**config.mk**
```make
export PLATFORM = sky130hd
export DESIGN_NAME = btn_input_port
export DESIGN_NICKNAME = d
export VERILOG_FILES = /design/src/rtl/btn_port_pkg.sv /design/src/rtl/port_addr_dec.sv /design/src/rtl/port_view_mux.sv /design/src/rtl/port_irq_sync.sv /design/src/rtl/btn_input_port.sv
export SDC_FILE = /design/constraint.sdc
export NUM_CORES = 1
export LEC_CHECK = 0
export BUFFER_PORTS_ARGS = -buffer_cell sky130_fd_sc_hd__buf_2
export CAP_MARGIN = 20
export CORE_AREA = 2 2 39 41
export CTS_BUF_LIST = sky130_fd_sc_hd__clkbuf_16
export DETAILED_ROUTE_END_ITERATION = 12
export DIE_AREA = 0 0 41 43
export GPL_TIMING_DRIVEN = 1
export HOLD_SLACK_MARGIN = 0.03
export PLACE_DENSITY = 0.63
export SLEW_MARGIN = 20
export SYNTH_ARGS = -nofsm -noshare
export SYNTH_HDL_FRONTEND = slang
export SYNTH_SLANG_ARGS = --single-unit
export TNS_END_PERCENT = 5
```
**constraint.sdc**
```tcl
create_clock -name clk -period 2 [get_ports clk]
set_input_delay 0.5 -clock clk [delete_from_list [all_inputs] [get_ports clk]]
set_output_delay 0.5 -clock clk [all_outputs]
set_load 0.01 [all_outputs]
```
**src/rtl/btn_port_pkg.sv**
```systemverilog
package btn_port_pkg;

    localparam int SUB_W = 2;

    typedef enum logic [SUB_W-1:0] {
        VIEW_LIVE  = 2'd0,
        VIEW_HELD  = 2'd1,
        VIEW_PAT_A = 2'd2,
        VIEW_PAT_B = 2'd3
    } view_e;

    typedef struct packed {
        logic  hit;
        logic  first;
        logic  wr;
        view_e view;
    } access_t;

    function automatic logic window_match(input logic [31:0] adr, input logic [31:0] base);
        return (adr >> SUB_W) == (base >> SUB_W);
    endfunction

endpackage

```
**src/rtl/port_addr_dec.sv**
```systemverilog
module port_addr_dec
    import btn_port_pkg::*;
#(
    parameter int              ADDR_W    = 8,
    parameter logic [ADDR_W-1:0] BASE_ADDR = 8'h48
) (
    input  logic              clk,
    input  logic              rst,
    input  logic [ADDR_W-1:0] adr,
    input  logic              stb,
    input  logic              we,
    output access_t           acc,
    output logic              ack
);

    logic ack_q;

    always_comb begin
        acc.hit   = stb && window_match(32'(adr), 32'(BASE_ADDR));
        acc.first = acc.hit && !ack_q;
        acc.wr    = we;
        acc.view  = view_e'(adr[SUB_W-1:0]);
    end

    always_ff @(posedge clk) begin
        if (rst) ack_q <= 1'b0;
        else     ack_q <= acc.first;
    end

    assign ack = ack_q;

endmodule

```
**src/rtl/port_view_mux.sv**
```systemverilog
module port_view_mux
    import btn_port_pkg::*;
#(
    parameter int                DATA_W   = 8,
    parameter int                IN_W     = 4,
    parameter logic [DATA_W-1:0] TEST_PAT = 8'hAA
) (
    input  logic              clk,
    input  logic              rst,
    input  access_t           acc,
    input  logic [IN_W-1:0]   pins,
    output logic [IN_W-1:0]   snap,
    output logic [DATA_W-1:0] rdat
);

    logic [IN_W-1:0] snap_q;
    logic            capture;

    assign capture = acc.first && acc.wr && (acc.view == VIEW_LIVE);

    always_ff @(posedge clk) begin
        if (rst)          snap_q <= '0;
        else if (capture) snap_q <= pins;
    end

    always_comb begin
        rdat = '0;
        if (acc.hit) begin
            unique case (acc.view)
                VIEW_LIVE: rdat = DATA_W'(pins);
                VIEW_HELD: rdat = DATA_W'(snap_q);
                default:   rdat = TEST_PAT;
            endcase
        end
    end

    assign snap = snap_q;

endmodule

```
**src/rtl/port_irq_sync.sv**
```systemverilog
module port_irq_sync #(
    parameter bit EDGE_IRQ = 1'b0
) (
    input  logic clk,
    input  logic rst,
    input  logic line_n,
    output logic irq
);

    logic req_q;

    always_ff @(posedge clk) begin
        if (rst) req_q <= 1'b0;
        else     req_q <= ~line_n;
    end

    generate
        if (EDGE_IRQ) begin : g_edge
            logic prev_q;
            always_ff @(posedge clk) begin
                if (rst) prev_q <= 1'b0;
                else     prev_q <= req_q;
            end
            assign irq = req_q & ~prev_q;
        end else begin : g_level
            assign irq = req_q;
        end
    endgenerate

endmodule

```
**src/rtl/btn_input_port.sv**
```systemverilog
module btn_input_port
    import btn_port_pkg::*;
#(
    parameter int                ADDR_W    = 8,
    parameter int                DATA_W    = 8,
    parameter int                IN_W      = 4,
    parameter logic [ADDR_W-1:0] BASE_ADDR = 8'h48,
    parameter int                IRQ_BIT   = 3,
    parameter logic [DATA_W-1:0] TEST_PAT  = 8'hAA,
    parameter bit                EDGE_IRQ  = 1'b0
) (
    input  logic              clk,
    input  logic              rst,
    input  logic [ADDR_W-1:0] bus_adr,
    input  logic              bus_stb,
    input  logic              bus_we,
    input  logic [IN_W-1:0]   btn_n,
    output logic [DATA_W-1:0] bus_rdat,
    output logic              bus_ack,
    output logic              irq
);

    access_t         acc;
    logic [IN_W-1:0] snap;

    port_addr_dec #(
        .ADDR_W   (ADDR_W),
        .BASE_ADDR(BASE_ADDR)
    ) u_dec (
        .clk(clk),
        .rst(rst),
        .adr(bus_adr),
        .stb(bus_stb),
        .we (bus_we),
        .acc(acc),
        .ack(bus_ack)
    );

    port_view_mux #(
        .DATA_W  (DATA_W),
        .IN_W    (IN_W),
        .TEST_PAT(TEST_PAT)
    ) u_mux (
        .clk (clk),
        .rst (rst),
        .acc (acc),
        .pins(btn_n),
        .snap(snap),
        .rdat(bus_rdat)
    );

    port_irq_sync #(
        .EDGE_IRQ(EDGE_IRQ)
    ) u_irq (
        .clk   (clk),
        .rst   (rst),
        .line_n(btn_n[IRQ_BIT]),
        .irq   (irq)
    );

endmodule

```
# [Word-level counts from Yosys, hierarchy flattened]
# Cells that the tools add are included.
[totals] ff_bits=6 input_bits=16 out_inout_bits=10 word_cells=14
[op_classes] n_eq_ne=2 muxes=2 bitwise=1 n_reduce_logical=6
[ops] cell="case mux 8 bit (2 select lines)" n=1
[ops] cell="two-way mux 8 bit" n=1
[ops] cell="equality test 6 x 5 -> 1 bit, second input constant" n=1
[ops] cell="logical AND 1 bit" n=4
[ops] cell="equality test 2 x 1 -> 1 bit, second input constant" n=1
[ops] cell="logical NOT 2 bit" n=1
[ops] cell="logical NOT 1 bit" n=1
[ops] cell="inverter 1 bit" n=1

# [Longest topological paths before layout]
[depth] ltp_word=5 depth_mapped=5

# [Cells and area by module]
# Synthesis repeated with hierarchy kept, for this count alone.
[hier_totals] hier_cells=44 area_unflattened_um2=405.4
[modules_own_cells] mod="port_view_mux" instances=1 cells_per_inst=32 area_each_um2=291.5 seq_area_each_um2=80.1
[modules_own_cells] mod="port_addr_dec" instances=1 cells_per_inst=10 area_each_um2=90.1 seq_area_each_um2=20.0
[modules_own_cells] mod="port_irq_sync" instances=1 cells_per_inst=2 area_each_um2=23.8 seq_area_each_um2=20.0

# [Least setup slack after synthesis]
# Ideal clock, no wire load.
[synth_path] path_kind="input-to-output" start="input bus_adr[2]" end="output bus_rdat[7]" arrival_ns=1.638 slack_ns=-0.138 cell_stages=5 n_path_buf=2 path_cell_list="or3b_1 or2_1 buf_2 nor2_1 buf_4"
[synth_via] elab_chain_cells=3
[synth_rtl] item="from (decl)" line_no="btn_input_port.sv:14" source="input logic [ADDR_W-1:0] bus_adr,"
[synth_rtl] item="equality test 6 x 5 -> 1 bit" line_no="btn_port_pkg.sv:20" source="return (adr >> SUB_W) == (base >> SUB_W);"
[synth_rtl] item="logical AND 1 bit" line_no="port_addr_dec.sv:19" source="acc.hit = stb && window_match(32'(adr), 32'(BASE_ADDR));"
[synth_rtl] item="two-way mux 8 bit" line_no="port_view_mux.sv:28" source="if (acc.hit) begin"
[synth_rtl] item="to (decl)" line_no="btn_input_port.sv:18" source="output logic [DATA_W-1:0] bus_rdat,"
# Every way passes these cells.

# [Worst setup path after layout]
[layout_path] start="input bus_adr[2]" end="output bus_rdat[0]"
# The elaborated chain is that of the path after synthesis.

==> out/summary.txt <==
I/O Buffers: 23
Non-Filler Instances: 81
first-pass GRT wire length: 1360 um
GRT Total Usage: 0.123
Max Fanout on Critical Path: 6
drt first pass iters: 3
CTS root buffer: clkbuf_16
worst hold path type: in2reg
maxcap violations: 0
Static Leak: 0.279 nW
main flop type after synthesis: dfxtp_1
share of the synthesized area in the top cell type: 0.299
failing checks: negative setup slack
# hold bufs at CTS: 0
largest net degree at the start of global routing: 11
I/O pin cnt: 26
final wirelength: 846 um
top cells by count, synth: 8 x mux2i_1, 8 x nand2b_1, 6 x dfxtp_1
Initial Util: 0.290
Final setup viols: 2
vias in the first global route: 343
Async S/R FF share, synth: 0
Iter 0 DRT Violations: 6
fmax: 491 MHz
fill count: 145
cell taking the most area after synthesis: dfxtp_1
fin crit period: 2.04 ns
crit path DAT: 1.54 ns
antenna violations before repair: 0
max-slew violation count: 0
Placer Congestion: 0.634
R2R Path Start: u_dec.ack$_SDFF_PP0_
crit end category: primary output
number of H-tree levels: 1
DIE AREA: 1760 um2
VDD IR max: 0.378 mV
total power: 0.484 mW
CP Class: in2out
Worst Skew: 0.00254 ns
status: complete, but fails checks
WP data required: 1.50 ns
clock tree buffer depth: 2
cts bufs inserted: 3
EDFF count, synth: 0
DP Area: 520 um2
sequential fraction of the synthesis area: 0.299
Netlist cell types: 18
post-route setup slack: -0.0377 ns
Synth Warn #: 0
Remaining Overflow, GRT: 0
Clock Sink Count: 6
mapped cell area: 402 um2
Die H: 43 um
Core ar.: 1380 um2
Final Hold Vio Count: 0
Mapped Avg Cell Area: 9.56 um2
fin area: 607 um2
hpwl dp: 661 um
CTS tree: done
Area Overhead vs Synth: 51.1%
Residual DRC: 0
FP Rows: 14
post-route antenna net violation count: 0
WL/cell: 10.4 um
worst setup path startpoint: bus_adr[2]
DIE WIDTH: 41 um
Post-Place Cells: 78
CTS clk-pin slew, worst paths: 0.03 ns
layout cells sized above 1: 0.554
#FFs+latches synth: 6
Startpoint Class: primary input
antenna cells: 0
RSZ-0062 raised after global routing: true
vias per inst: 4.49
Layout Nets: 83
Vias: 364
P per Cell Area: 798 nW/um2
post-synthesis cell count: 42
synth top area cells: dfxtp_1 30%, mux2i_1 20%, nand2b_1 12%, buf_4 5.6%, nor4_4 5.3%
setup bufs post-CTS: 0
Hold Crit Start: btn_n[3]
worst slack, placed: -0.127 ns
Final Cycle Share: 1.02
later-pin clock latency in the skew report: 0.22 ns
Final TNS setup: -0.0455 ns
-- stage by stage --
| stage | hold WS, ns | utilization |
|---|---|---|
| 4_1_cts | 0.469 | 0.437 |
| 2_1_floorplan | 0.448 | - |
| 3_3_place_gp | 0.459 | 0.376 |
| 3_5_place_dp | 0.468 | 0.376 |
| 6_report | 0.472 | 0.439 |
| 5_1_grt | 0.492 | 0.439 |
-- cell usage in the layout (no fill, tap or decap) --
cell type | Yosys | routed
buf_2 | 1 | 22
mux2i_1 | 8 | 8
nand2b_1 | 8 | 8
dfxtp_1 | 6 | 6
clkbuf_16 | 0 | 3
or3b_4 | 1 | 2
a21oi_1 | 2 | 2
nor3_2 | 1 | 2
conb_1 | 1 | 2
buf_4 | 3 | 2
inv_1 | 1 | 1
nand4bb_2 | 1 | 1
or2_4 | 0 | 1
nor2_2 | 0 | 1
nor4_4 | 1 | 1
nor3_1 | 2 | 1
nor2_1 | 2 | 1
buf_6 | 1 | 1
-- worst paths after layout --
path	to	slack (ns)	depth (start not counted)
setup / recovery	bus_rdat[0]	-0.04	5
hold / removal	u_irq.irq$_SDFF_PP0_	0.47	2
setup reg to reg	u_mux.snap[3]$_SDFFE_PP0P_	0.91	2
hold reg to reg	u_mux.snap[2]$_SDFFE_PP0P_	0.47	2
-- report_power, final --
group          switching [mW]  internal, mW
clock                  0.0616         0.256
combinational          0.0196        0.0251
sequential           0.000308         0.122
-- critical path, stage by stage --
cell and delay [ns]:
buf_6 0.09, or3b_4 0.38, or2_4 0.27, nor3_2 0.15, buf_2 0.15
-- layer usage --
metal  part of all wire  vias to the layer above  global-route usage
li1                   -                      181                   -
met3               0.10                        2              0.0471
met4              0.028                        0               0.120
met1               0.43                      162               0.137
met2               0.44                       19               0.166
met5                  0                        -                   0
-- final cells by class --
cell class	count	area [um2]	area share
clock buffer	3	75.1	0.124
inverter	1	3.75	0.00619
multi-input combinational	30	251	0.414
sequential	6	120	0.198
tap	16	20.0	0.0330
timing repair buffer	25	136	0.225
-- registers in the layout, indices dropped and copies added (netlist names) --
register    flops
u_dec.ack       1
u_irq.irq       1
u_mux.snap      4
-- timing repair --
| item | 4_1_cts | 5_1_grt |
|---|---|---|
| pin swaps | 1 | 0 |
| hold endpoints to repair | 0 | 0 |
| endpoints found under the setup margin | 6 | 6 |
| gates resized for setup | 2 | 1 |
| cloned | 0 | 0 |
-- cell families after synthesis --
logic type | share of synthesized area
compound gates | 0.0249
buf+inv | 0.115
flops | 0.299
mux | 0.199
other cells | 0.00934
simple gates | 0.352
No activity file was read; power rests on OpenSTA's default activity.
